==> config.mk <==
export PLATFORM = sky130hd
export DESIGN_NAME = i2c_host_regs
export DESIGN_NICKNAME = d
export VERILOG_FILES = /design/src/rtl/i2cfe_pkg.sv /design/src/rtl/i2cfe_txpack.sv /design/src/rtl/i2cfe_rxpack.sv /design/src/rtl/i2cfe_status.sv /design/src/rtl/i2c_host_regs.sv
export SDC_FILE = /design/constraint.sdc
export NUM_CORES = 1
export LEC_CHECK = 0
export BUFFER_PORTS_ARGS = -buffer_cell sky130_fd_sc_hd__buf_2
export CAP_MARGIN = 20
export CORE_AREA = 10 10 157 159
export CTS_CLUSTER_DIAMETER = 150
export DETAILED_ROUTE_END_ITERATION = 8
export DIE_AREA = 0 0 167 169
export PLACE_DENSITY = 0.58
export SLEW_MARGIN = 20
export SYNTH_ARGS = -nofsm -noshare
export SYNTH_HDL_FRONTEND = slang
export SYNTH_SLANG_ARGS = --single-unit
==> constraint.sdc <==
create_clock -name clk -period 3.85 [get_ports clk]
set_input_delay 0.9625 -clock clk [delete_from_list [all_inputs] [get_ports clk]]
set_output_delay 0.9625 -clock clk [all_outputs]
set_load 0.01 [all_outputs]
==> src/rtl/i2cfe_pkg.sv <==
`timescale 1ns/1ps
package i2cfe_pkg;
  // register byte offsets seen by software
  localparam logic [5:0] OFF_REV  = 6'h00;
  localparam logic [5:0] OFF_IE   = 6'h04;
  localparam logic [5:0] OFF_STAT = 6'h08;
  localparam logic [5:0] OFF_IVEC = 6'h0C;
  localparam logic [5:0] OFF_SYSS = 6'h10;
  localparam logic [5:0] OFF_CNT  = 6'h18;
  localparam logic [5:0] OFF_DATA = 6'h1C;
  localparam logic [5:0] OFF_SYSC = 6'h20;
  localparam logic [5:0] OFF_CTRL = 6'h24;
  localparam logic [5:0] OFF_OWN  = 6'h28;
  localparam logic [5:0] OFF_SLV  = 6'h2C;
  localparam logic [5:0] OFF_PSC  = 6'h30;
  localparam logic [5:0] OFF_SCLL = 6'h34;
  localparam logic [5:0] OFF_SCLH = 6'h38;

  // status bit positions
  localparam int ST_ARB  = 0;
  localparam int ST_NACK = 1;
  localparam int ST_DONE = 2;
  localparam int ST_RXR  = 3;
  localparam int ST_TXR  = 4;
  localparam int ST_UDF  = 10;
  localparam int ST_OVR  = 11;
  localparam int ST_BUSY = 12;
  localparam int NSRC    = 5;
  localparam logic [15:0] ST_KEEP = 16'h0C1F;

  // control bit positions
  localparam int CT_EN  = 15;
  localparam int CT_MST = 10;
  localparam int CT_TRX = 9;
  localparam int CT_TEN = 8;
  localparam int CT_STP = 1;
  localparam int CT_STT = 0;

  // 1 + index of the lowest set bit, 0 when none
  function automatic logic [2:0] lowest_src(input logic [NSRC-1:0] pend);
    logic [2:0] v;
    v = '0;
    for (int i = NSRC - 1; i >= 0; i--) begin
      if (pend[i]) v = 3'(i + 1);
    end
    return v;
  endfunction

  // bytes that belong in one 16-bit word given bytes left
  function automatic logic [1:0] chunk(input logic [31:0] left);
    return (left >= 32'd2) ? 2'd2 : left[1:0];
  endfunction
endpackage

==> src/rtl/i2cfe_txpack.sv <==
`timescale 1ns/1ps
module i2cfe_txpack #(
  parameter int CNT_W = 16
) (
  input  logic             clk,
  input  logic             rst_n,
  input  logic             clr,
  input  logic             load,
  input  logic [CNT_W-1:0] load_cnt,
  input  logic             wr,
  input  logic [15:0]      wdata,
  input  logic             take,
  output logic             valid,
  output logic [7:0]       byte_o,
  output logic             want,
  output logic             udf
);
  import i2cfe_pkg::*;

  logic [CNT_W-1:0] left_q;
  logic [1:0]       fill_q;
  logic [15:0]      hold_q;
  logic [1:0]       n_take;
  logic             accept;

  assign n_take = chunk(32'(left_q));
  assign accept = wr && (fill_q == 2'd0) && (left_q != '0) && !clr && !load;

  always_ff @(posedge clk or negedge rst_n) begin
    if (!rst_n) begin
      left_q <= '0;
      fill_q <= '0;
      hold_q <= '0;
    end else if (clr) begin
      left_q <= '0;
      fill_q <= '0;
      hold_q <= '0;
    end else if (load) begin
      left_q <= load_cnt;
      fill_q <= '0;
      hold_q <= '0;
    end else if (accept) begin
      hold_q <= wdata;
      fill_q <= n_take;
      left_q <= left_q - CNT_W'(n_take);
    end else if (take && fill_q != 2'd0) begin
      hold_q <= {8'h00, hold_q[15:8]};
      fill_q <= fill_q - 2'd1;
    end
  end

  assign valid  = (fill_q != 2'd0);
  assign byte_o = hold_q[7:0];
  assign want   = !clr && (load ? (load_cnt != '0)
                                : (take && fill_q == 2'd1 && left_q != '0));
  assign udf    = !clr && !load && take && (fill_q == 2'd0);
endmodule

==> src/rtl/i2cfe_rxpack.sv <==
`timescale 1ns/1ps
module i2cfe_rxpack #(
  parameter int CNT_W = 16
) (
  input  logic             clk,
  input  logic             rst_n,
  input  logic             clr,
  input  logic             load,
  input  logic [CNT_W-1:0] load_cnt,
  input  logic             pop,
  input  logic             push,
  input  logic [7:0]       push_byte,
  output logic [15:0]      word,
  output logic             ready_set,
  output logic             ovr
);
  import i2cfe_pkg::*;

  logic [CNT_W-1:0] left_q, left_a;
  logic [1:0]       fill_q, fill_a, need_a;
  logic [15:0]      hold_q, hold_a, hold_n;
  logic             full_push, accept;

  always_comb begin
    left_a    = pop ? (left_q - CNT_W'(fill_q)) : left_q;
    fill_a    = pop ? 2'd0 : fill_q;
    hold_a    = pop ? 16'h0000 : hold_q;
    need_a    = chunk(32'(left_a));
    full_push = push && (fill_a == need_a);
    accept    = push && !full_push;
    hold_n    = hold_a;
    if (accept) begin
      if (fill_a[0]) hold_n[15:8] = push_byte;
      else           hold_n[7:0]  = push_byte;
    end
  end

  always_ff @(posedge clk or negedge rst_n) begin
    if (!rst_n) begin
      left_q <= '0;
      fill_q <= '0;
      hold_q <= '0;
    end else if (clr) begin
      left_q <= '0;
      fill_q <= '0;
      hold_q <= '0;
    end else if (load) begin
      left_q <= load_cnt;
      fill_q <= '0;
      hold_q <= '0;
    end else begin
      left_q <= left_a;
      fill_q <= fill_a + {1'b0, accept};
      hold_q <= hold_n;
    end
  end

  assign word      = hold_q;
  assign ready_set = !clr && !load && accept && ((fill_a + 2'd1) == need_a);
  assign ovr       = !clr && !load && full_push;
endmodule

==> src/rtl/i2cfe_status.sv <==
`timescale 1ns/1ps
module i2cfe_status (
  input  logic                        clk,
  input  logic                        rst_n,
  input  logic                        clr,
  input  logic [15:0]                 set,
  input  logic [15:0]                 w1c,
  input  logic [i2cfe_pkg::NSRC-1:0]  ie,
  output logic [15:0]                 stat,
  output logic                        irq,
  output logic [2:0]                  vec
);
  import i2cfe_pkg::*;

  logic [NSRC-1:0] pend;

  always_ff @(posedge clk or negedge rst_n) begin
    if (!rst_n)   stat <= '0;
    else if (clr) stat <= '0;
    else          stat <= ((stat & ~w1c) | set) & ST_KEEP;
  end

  assign pend = stat[NSRC-1:0] & ie;
  assign irq  = |pend;
  assign vec  = lowest_src(pend);
endmodule

==> src/rtl/i2c_host_regs.sv <==
`timescale 1ns/1ps
module i2c_host_regs #(
  parameter int          CNT_W      = 16,
  parameter int          ADDR_W     = 10,
  parameter int          PSC_W      = 8,
  parameter int          SCL_W      = 8,
  parameter int          RST_CYCLES = 4,
  parameter logic [15:0] REV_ID     = 16'h0021
) (
  input  logic              clk,
  input  logic              rst_n,
  input  logic [5:0]        bus_addr,
  input  logic              bus_we,
  input  logic              bus_re,
  input  logic [15:0]       bus_wdata,
  output logic [15:0]       bus_rdata,
  output logic              irq,
  output logic              eng_start,
  output logic              eng_stop_req,
  output logic              eng_tx_dir,
  output logic              eng_ten_bit,
  output logic [ADDR_W-1:0] eng_addr,
  output logic [CNT_W-1:0]  eng_count,
  output logic [ADDR_W-1:0] eng_own_addr,
  output logic [PSC_W-1:0]  eng_psc,
  output logic [SCL_W-1:0]  eng_scl_lo,
  output logic [SCL_W-1:0]  eng_scl_hi,
  output logic              eng_tx_valid,
  output logic [7:0]        eng_tx_byte,
  input  logic              eng_tx_take,
  input  logic              eng_rx_push,
  input  logic [7:0]        eng_rx_byte,
  input  logic              eng_ev_arb,
  input  logic              eng_ev_nack,
  input  logic              eng_ev_done,
  input  logic              eng_busy
);
  import i2cfe_pkg::*;

  localparam int RC_W = $clog2(RST_CYCLES + 1);

  logic [RC_W-1:0]   rc_q;
  logic              en_q, mst_q, trx_q, ten_q, stp_q, start_q, mode_tx_q;
  logic [NSRC-1:0]   ie_q;
  logic [CNT_W-1:0]  cnt_q;
  logic [ADDR_W-1:0] own_q, slv_q;
  logic [PSC_W-1:0]  psc_q;
  logic [SCL_W-1:0]  scll_q, sclh_q;

  // named internal events
  logic        resetting, srst_fire, hold, act_clr, ctrl_wr, start_fire;
  logic        tx_load, rx_load, data_wr, data_rd, stat_wr;
  logic        tx_want, tx_udf, rx_ready, rx_ovr;
  logic [15:0] rx_word, ev_set, w1c, stat_q;
  logic [2:0]  ivec;

  assign resetting  = (rc_q != '0);
  assign srst_fire  = bus_we && (bus_addr == OFF_SYSC) && bus_wdata[1];
  assign hold       = !en_q || resetting || srst_fire;
  assign ctrl_wr    = bus_we && (bus_addr == OFF_CTRL) && !resetting && !srst_fire;
  assign start_fire = ctrl_wr && bus_wdata[CT_EN] && bus_wdata[CT_STT];
  assign act_clr    = hold && !start_fire;
  assign tx_load    = start_fire && bus_wdata[CT_TRX];
  assign rx_load    = start_fire && !bus_wdata[CT_TRX];
  assign data_wr    = bus_we && (bus_addr == OFF_DATA) && !hold && mode_tx_q;
  assign data_rd    = bus_re && (bus_addr == OFF_DATA) && !hold && !mode_tx_q;
  assign stat_wr    = bus_we && (bus_addr == OFF_STAT) && !hold;
  assign w1c        = stat_wr ? bus_wdata : 16'h0000;

  always_ff @(posedge clk or negedge rst_n) begin
    if (!rst_n)         rc_q <= '0;
    else if (srst_fire) rc_q <= RC_W'(RST_CYCLES);
    else if (resetting) rc_q <= rc_q - 1'b1;
  end

  always_ff @(posedge clk or negedge rst_n) begin
    if (!rst_n) begin
      en_q <= 1'b0; mst_q <= 1'b0; trx_q <= 1'b0; ten_q <= 1'b0; stp_q <= 1'b0;
      start_q <= 1'b0; mode_tx_q <= 1'b0; ie_q <= '0; cnt_q <= '0;
      own_q <= '0; slv_q <= '0; psc_q <= '0; scll_q <= '0; sclh_q <= '0;
    end else if (resetting || srst_fire) begin
      en_q <= 1'b0; mst_q <= 1'b0; trx_q <= 1'b0; ten_q <= 1'b0; stp_q <= 1'b0;
      start_q <= 1'b0; mode_tx_q <= 1'b0; ie_q <= '0; cnt_q <= '0;
      own_q <= '0; slv_q <= '0; psc_q <= '0; scll_q <= '0; sclh_q <= '0;
    end else begin
      start_q <= start_fire;
      if (start_fire) mode_tx_q <= bus_wdata[CT_TRX];
      if (ctrl_wr) begin
        en_q  <= bus_wdata[CT_EN];
        mst_q <= bus_wdata[CT_MST];
        trx_q <= bus_wdata[CT_TRX];
        ten_q <= bus_wdata[CT_TEN];
        stp_q <= bus_wdata[CT_STP];
      end
      if (bus_we) begin
        case (bus_addr)
          OFF_IE:   ie_q   <= bus_wdata[NSRC-1:0];
          OFF_CNT:  cnt_q  <= CNT_W'(bus_wdata);
          OFF_OWN:  own_q  <= ADDR_W'(bus_wdata);
          OFF_SLV:  slv_q  <= ADDR_W'(bus_wdata);
          OFF_PSC:  psc_q  <= PSC_W'(bus_wdata);
          OFF_SCLL: scll_q <= SCL_W'(bus_wdata);
          OFF_SCLH: sclh_q <= SCL_W'(bus_wdata);
          default: ;
        endcase
      end
    end
  end

  i2cfe_txpack #(.CNT_W(CNT_W)) u_tx (
    .clk(clk), .rst_n(rst_n), .clr(act_clr), .load(tx_load), .load_cnt(cnt_q),
    .wr(data_wr), .wdata(bus_wdata), .take(eng_tx_take),
    .valid(eng_tx_valid), .byte_o(eng_tx_byte), .want(tx_want), .udf(tx_udf)
  );

  i2cfe_rxpack #(.CNT_W(CNT_W)) u_rx (
    .clk(clk), .rst_n(rst_n), .clr(act_clr), .load(rx_load), .load_cnt(cnt_q),
    .pop(data_rd), .push(eng_rx_push), .push_byte(eng_rx_byte),
    .word(rx_word), .ready_set(rx_ready), .ovr(rx_ovr)
  );

  always_comb begin
    ev_set          = '0;
    ev_set[ST_ARB]  = eng_ev_arb;
    ev_set[ST_NACK] = eng_ev_nack;
    ev_set[ST_DONE] = eng_ev_done;
    ev_set[ST_RXR]  = rx_ready;
    ev_set[ST_TXR]  = tx_want;
    ev_set[ST_UDF]  = tx_udf;
    ev_set[ST_OVR]  = rx_ovr;
  end

  i2cfe_status u_st (
    .clk(clk), .rst_n(rst_n), .clr(act_clr), .set(ev_set), .w1c(w1c),
    .ie(ie_q), .stat(stat_q), .irq(irq), .vec(ivec)
  );

  always_comb begin
    bus_rdata = 16'h0000;
    case (bus_addr)
      OFF_REV:  bus_rdata = REV_ID;
      OFF_IE:   bus_rdata = 16'(ie_q);
      OFF_STAT: bus_rdata = stat_q | (16'(eng_busy) << ST_BUSY);
      OFF_IVEC: bus_rdata = 16'(ivec);
      OFF_SYSS: bus_rdata = {15'h0000, !resetting};
      OFF_CNT:  bus_rdata = 16'(cnt_q);
      OFF_DATA: bus_rdata = rx_word;
      OFF_SYSC: bus_rdata = {14'h0000, resetting, 1'b0};
      OFF_CTRL: bus_rdata = {en_q, 4'h0, mst_q, trx_q, ten_q, 6'h00, stp_q, 1'b0};
      OFF_OWN:  bus_rdata = 16'(own_q);
      OFF_SLV:  bus_rdata = 16'(slv_q);
      OFF_PSC:  bus_rdata = 16'(psc_q);
      OFF_SCLL: bus_rdata = 16'(scll_q);
      OFF_SCLH: bus_rdata = 16'(sclh_q);
      default:  bus_rdata = 16'h0000;
    endcase
  end

  assign eng_start    = start_q;
  assign eng_stop_req = stp_q;
  assign eng_tx_dir   = trx_q;
  assign eng_ten_bit  = ten_q;
  assign eng_addr     = slv_q;
  assign eng_count    = cnt_q;
  assign eng_own_addr = own_q;
  assign eng_psc      = psc_q;
  assign eng_scl_lo   = scll_q;
  assign eng_scl_hi   = sclh_q;
endmodule

==> out/qor.yml, run 1 <==
synthesis:
  netlist_area_um2: 8220
  synth_cell_type_count: 74
  avgSynthCellArea_um2: 8.89
  ys_warn_count: 0
  synth_seq_area_share: 0.457
  synth_common_cells: "dfrtp_1, nand2_1, a21oi_1, nor2_1, nand3_1"
  synth-edff-count: 0
  synthFlopType: "dfrtp_1"
  syn_nets: 973
  synth_top_area_frac: 0.457
  synth_area_leader_cell: "dfrtp_1"
  async_reset_ff_frac: 1.00
  synth_most_common_cell: "dfrtp_1"
  synth_seq_cells: 150
  netlist_instances: 925
  synthTopCellsByArea: "dfrtp_1, nand2_1, a21oi_1, nand3_1, nor2_1"
cells_and_area:
  fin_util: 0.464
  drive_gt1_frac: 0.219
  areaGrowthSynthToFinish_pct: 21.7
  nets: 1093
  antennaDiodeCount: 0
  n_fill_cell: 2099
power_and_ir_drop:
  p_clk_frac: 0.484
  power_mw: 3.91
  vdd_drop_max_mv: 0.275
  p_leak_nw: 4.51
  p_switching_mw: 1.01
  comb_power_share: 0.105
  power_density_nw_per_um2: 390
  seqPwrFrac: 0.411
  switching_share: 0.259
  internal_power_mw: 2.89
placed_design:
  portBuffers: 129
  hpwl_um: 21500
  gp_congestion: 0.902
detailed_routing:
  drt-total-wl_um: 30000
  route.vias.total: 7804
  drtAntennaViolNets: 0
  wl_per_cell_um: 22.4
  vias_per_cell: 5.84
  first_pass_iters: 8
  initialDrtViolationCount: 688
  drc: 0
floorplan:
  row_count: 54
  die_area_um2: 28200
  fp.dieW_um: 167
  fp.dieH_um: 169
  start_util: 0.381
  core-area_um2: 21600
  io_pins: 130
job:
  maxCapViolations: 0
global_routing:
  grt_usage: 0.206
  grt_pass1_wl_um: 46300
  antenna_found_initial: 0
  grt_pass1_vias: 7616
  grt_max_degree: 86
  gr-total-overflow: 0
clocking:
  clockBufferDepth: 2
  path_clk_slew_ns: 0.06
  worstSkewPairLatency_ns: 0.43
  cts_resized: 0
  htreeDepth: 4
  cts_hold_buf: 0
  cts_root_buf: "clkbuf_16"
  cts_tree: "yes"
  post-cts-setup-buffer-count: 0
  cts.sinks: 150
  cts_made_buffers: 17
timing:
  min_period_ns: 3.73
  fmax_mhz: 268
  drv_slew: 0
  setup_viol: 0
  rsz0062_at_grt: "false"
  hold_viol: 0
  worst_pin_slew_ns: 0.860
  slew_headroom: 0.427
  timing.final.crit_share: 0.968
  clock_skew_ns: 0.0115
worst_setup_path:
  reg2reg_from: "u_rx.fill_q[1]"
  cp.required_ns: 2.89
  endpoint_kind: "output pin"
  crit_arrival_ns: 2.76
  crit_fanout: 7
  startpoint: "bus_addr[3]"
  cp-start-kind: "input pin"
  critPathKind: "input pin to output pin"
worst_hold_path:
  holdCritPathClass: "flop to flop"
  hold_start: "u_rx.word[12]"
run_status:
  run_status: "completed"
sequential cells by signal (all words and copies together) (netlist names), 8 cells and up:
signal,flops
eng_addr,10
eng_count,16
eng_own_addr,10
eng_psc,8
eng_scl_hi,8
eng_scl_lo,8
u_rx.left_q,16
u_rx.word,16
u_tx.hold_q,16
u_tx.left_q,16
critical path: stages:
cell and delay (ns):
buf_2 0.10, buf_4 0.15, or4b_1 0.61, nor2_1 0.40
a222oi_1 0.21, nand2_1 0.16, buf_2 0.15
layer usage:
metal	routed length, µm	vias to the layer above	global-route usage
met5	0	-	0
met2	13800	301	0.326
met4	479	0	0.0454
li1	-	3576	-
met3	2110	32	0.0503
met1	13600	3895	0.278
final timing paths:
kind                       depth (start not counted)  slack [ns]              to
max                                                7        0.12    bus_rdata[9]
min                                                2        0.51   u_rx.word[12]
max reg2reg                                       10        0.35    u_rx.word[4]
min reg2reg                                        2        0.51   u_rx.word[12]
max in group asynchronous                          2        2.57   eng_scl_lo[0]
min in group asynchronous                          1        0.61  u_tx.left_q[5]
layout make-up:
class | count | area (µm²) | share of cell area
clock buffer | 18 | 439 | 0.0439
clock inverter | 13 | 221 | 0.0221
inverter | 23 | 86.3 | 0.00863
multi-input combinational | 678 | 4090 | 0.408
sequential | 150 | 3750 | 0.375
tap | 280 | 350 | 0.0350
timing repair buffer | 175 | 1070 | 0.107
cell families after synthesis:
kind of cell               after synthesis  share of synthesized area
AOI/OAI and AO/OA                      230                      0.192
xor gates and xnor gates                29                     0.0309
adders and majority gates                8                     0.0131
buffers and inverters                   97                     0.0501
DFF                                    150                      0.457
muxes                                   29                     0.0377
other                                    1                   0.000456
and+or+nand+nor                        381                      0.220
power by group through the flow:
stage               sequential, mW  combinational (mW)  clock (mW)
global route                  1.61               0.442        1.98
finish                        1.61               0.410        1.89
detailed placement            1.64               0.407           0
CTS                           1.61               0.408        1.91
global placement              1.64               0.406           0
floorplan                     1.63               0.212           0
cells in the final DEF, fill, tap and decap left out, drive strengths merged, types with 4 or more instances in the layout:
cell type	count
buf	175
dfrtp	150
nand2	148
a21oi	84
nor2	75
nand3	62
a211oi	26
inv	26
o21ai	25
xnor2	24
mux2i	22
nor3	21
clkbuf	18
nor4	16
a22oi	15
a222oi	14
o31ai	11
nand2b	9
a22o	8
or3	8
o32ai	8
and3	7
ha	7
nor2b	6
mux2	6
or4	6
nand4	6
xor2	5
bufinv	5
o211ai	4
and2	4
stage by stage:
step / setup TNS [ns] / hold WS, ns / cell area (µm²) / instances / setup slack (ns)
after floorplan: 0 / 0.467 / 8220 / 925 / 0.163
after global placement: -0.858 / 0.482 / 9340 / 1306 / -0.148
after detailed placement: -1.25 / 0.488 / 9340 / 1306 / -0.203
after CTS: 0 / 0.506 / 10000 / 1337 / 0.144
after global routing: 0 / 0.534 / 10000 / 1337 / 0.0570
final: 0 / 0.509 / 10000 / 1337 / 0.124
No activity file was read; power rests on OpenSTA's default activity.
==> run 2, diff against run 1 <==
- CTS_BUF_LIST: default -> sky130_fd_sc_hd__clkbuf_4
==> run 2 against run 1 <==
  * Utilization fell by 1.4 points
  * Wire length is 0.64% lower
  * Clock power shrank 35%
  * Sequential share of layout area grew 1.2 points
  * Register-to-register slack worse by 0.12 ns
  * Hold slack worse by 0.085 ns
  * Flip-flop and latch count did not move
  * First-iteration DRC count fell by 8.3%
  * Largest cell class unchanged
  * Highest routed layer unchanged
==> out/qor.yml, run 2 (synthesis results as in run 1) <==
placed_design:
  hpwl_um: 21500  # unchanged
  place_area_um2: 9340  # unchanged
  gp_congestion: 0.902  # unchanged
  place_ws_ns: -0.203  # unchanged
  portBuffers: 129  # unchanged
  placedCellCount: 1306  # unchanged
global_routing:
  grt_usage: 0.206  # about the same
  grt_pass1_vias: 7612  # was 7616
  gr-total-overflow: 0  # unchanged
  grt_pass1_wl_um: 46000  # was 46300 µm
  antenna_found_initial: 1  # was 0
  grt_max_degree: 86  # unchanged
power_and_ir_drop:
  p_leak_nw: 4.37  # was 4.51 nW
  power_mw: 3.24  # was 3.91 mW
  vdd_drop_max_mv: 0.222  # was 0.275 mV
  power_density_nw_per_um2: 334  # was 390 nW/µm²
timing:
  clock_skew_ns: 0.0308  # was 0.0115 ns
  rsz0062_at_grt: "false"  # unchanged
  drv_slew: 0  # unchanged
  worst_pin_slew_ns: 0.859  # was 0.860 ns
  min_period_ns: 3.71  # was 3.73 ns
  timing.final.crit_share: 0.963  # was 0.968
  fmax_mhz: 270  # was 268 MHz
  hold_viol: 0  # unchanged
  layout_setup_ws_ns: 0.143  # was 0.124 ns
  slew_headroom: 0.427  # about the same
  setup_viol: 0  # unchanged
clocking:
  worstSkewPairLatency_ns: 0.59  # was 0.43 ns
  cts.sinks: 150  # unchanged
  cts_made_buffers: 17  # unchanged
  cts_root_buf: "clkbuf_4"  # was clkbuf_16
  post-cts-setup-buffer-count: 0  # unchanged
  htreeDepth: 4  # unchanged
  path_clk_slew_ns: 0.13  # was 0.06 ns
  clockBufferDepth: 2  # unchanged
  cts_tree: "yes"  # unchanged
worst_setup_path:
  r2r_slack_ns: 0.23  # was 0.35 ns
  crit_arrival_ns: 2.74  # was 2.76 ns
  reg2reg_to: "u_rx.word[2]"  # was u_rx.word[4]
  endpoint_kind: "output pin"  # unchanged
  cp.required_ns: 2.89  # about the same
  cp-start-kind: "input pin"  # unchanged
  crit_fanout: 7  # unchanged
  critPathKind: "input pin to output pin"  # unchanged
  reg2reg_depth: 10  # unchanged
  reg2reg_from: "u_rx.fill_q[1]"  # unchanged
floorplan:
  start_util: 0.381  # unchanged
  die_area_um2: 28200  # unchanged
  fp.dieH_um: 169  # unchanged
  io_pins: 130  # unchanged
  fp.dieW_um: 167  # unchanged
  row_count: 54  # unchanged
  core-area_um2: 21600  # unchanged
run_status:
  run_status: "completed"  # unchanged
detailed_routing:
  drtAntennaViolNets: 0  # unchanged
  vias_per_cell: 5.85  # was 5.84
  wl_met2_um: 13500  # was 13800 µm
  top_layer_used: "met4"  # unchanged
  wl_per_cell_um: 22.3  # was 22.4 µm
  drt-total-wl_um: 29800  # was 30000 µm
  wl_met3_um: 2680  # was 2110 µm
  first_pass_iters: 8  # unchanged
  route.vias.total: 7829  # was 7804
  initialDrtViolationCount: 631  # was 688
  drc: 0  # unchanged
  drt-met1-wl_um: 12900  # was 13600 µm
cells_and_area:
  final_common_cell: "dfrtp_1"  # unchanged
  fin_util: 0.450  # was 0.464
  final_area_um2: 9700  # was 10000 µm²
  instances_no_fill: 1338  # was 1337
  nets: 1093  # unchanged
  n_fill_cell: 2136  # was 2099
  drive_gt1_frac: 0.217  # was 0.219
  mostFrequentLayoutCells: "dfrtp_1, nand2_1, buf_2, a21oi_1, nor2_1"  # unchanged
  areaGrowthSynthToFinish_pct: 18.0  # was 21.7%
job:
  maxCapViolations: 0  # unchanged
worst_hold_path:
  holdCritPathClass: "input pin to async pin"  # was flop to flop
[run 2: layout make-up]
| type | instances | area [µm²] | share of cell area |
|---|---|---|---|
| clock buffers | 17 | 128 | 0.0132 |
| repair buffers | 175 | 1070 | 0.111 |
| flip-flops and latches | 150 | 3750 | 0.387 |
| clock inverters | 14 | 225 | 0.0232 |
| well taps | 280 | 350 | 0.0361 |
| inverters | 23 | 86.3 | 0.00890 |
| diodes | 1 | 2.50 | 0.000258 |
| multi-input cells | 678 | 4080 | 0.421 |
[run 2: what timing repair did]
item | in CTS | in global routing
endpoints found under the setup margin | 0 | 8
resized for setup | 0 | 1
hold buffers | 0 | 0
[run 2: how the worst max path moves through the flow]
stage / from / end / slack (ns) / cells after the start
5_1_grt: u_rx.fill_q[1] / u_rx.word[4] / 0.0003 / 11
4_1_cts: bus_addr[3] / bus_rdata[8] / 0.14 / 7
3_3_place_gp: bus_addr[0] / u_rx.word[7] / -0.15 / 10
6_report: bus_addr[3] / bus_rdata[1] / 0.14 / 9
2_1_floorplan: bus_addr[5] / u_rx.word[7] / 0.16 / 11
3_5_place_dp: bus_addr[0] / u_rx.word[7] / -0.20 / 10
[run 2: power by group]
group | switching, mW | total [mW] | internal, mW
clock | 0.637 | 1.22 | 0.585
sequential | 0.0118 | 1.61 | 1.59
combinational | 0.284 | 0.408 | 0.123
total | 0.934 | 3.24 | 2.30
[run 2: worst max-delay path, cell delays in order]
cell	delay [ns]
buf_2	0.10
buf_4	0.15
or4b_1	0.62
nor2_1	0.28
nand2_1	0.11
o21ai_0	0.12
a221oi_1	0.10
nand3_1	0.16
buf_2	0.15
[run 2: routing by layer]
layer	vias to the layer above	global-route usage
li1	3582	-
met1	3822	0.272
met3	49	0.0553
met5	-	0
met2	376	0.320
met4	0	0.0668
[run 2: stage by stage]
| stage | hold slack (ns) | TNS [ns] |
|---|---|---|
| 2_1_floorplan | 0.467 | 0 |
| 3_3_place_gp | 0.482 | -0.858 |
| 3_5_place_dp | 0.488 | -1.25 |
| 4_1_cts | 0.450 | 0 |
| 5_1_grt | 0.449 | 0 |
| 6_report | 0.424 | 0 |
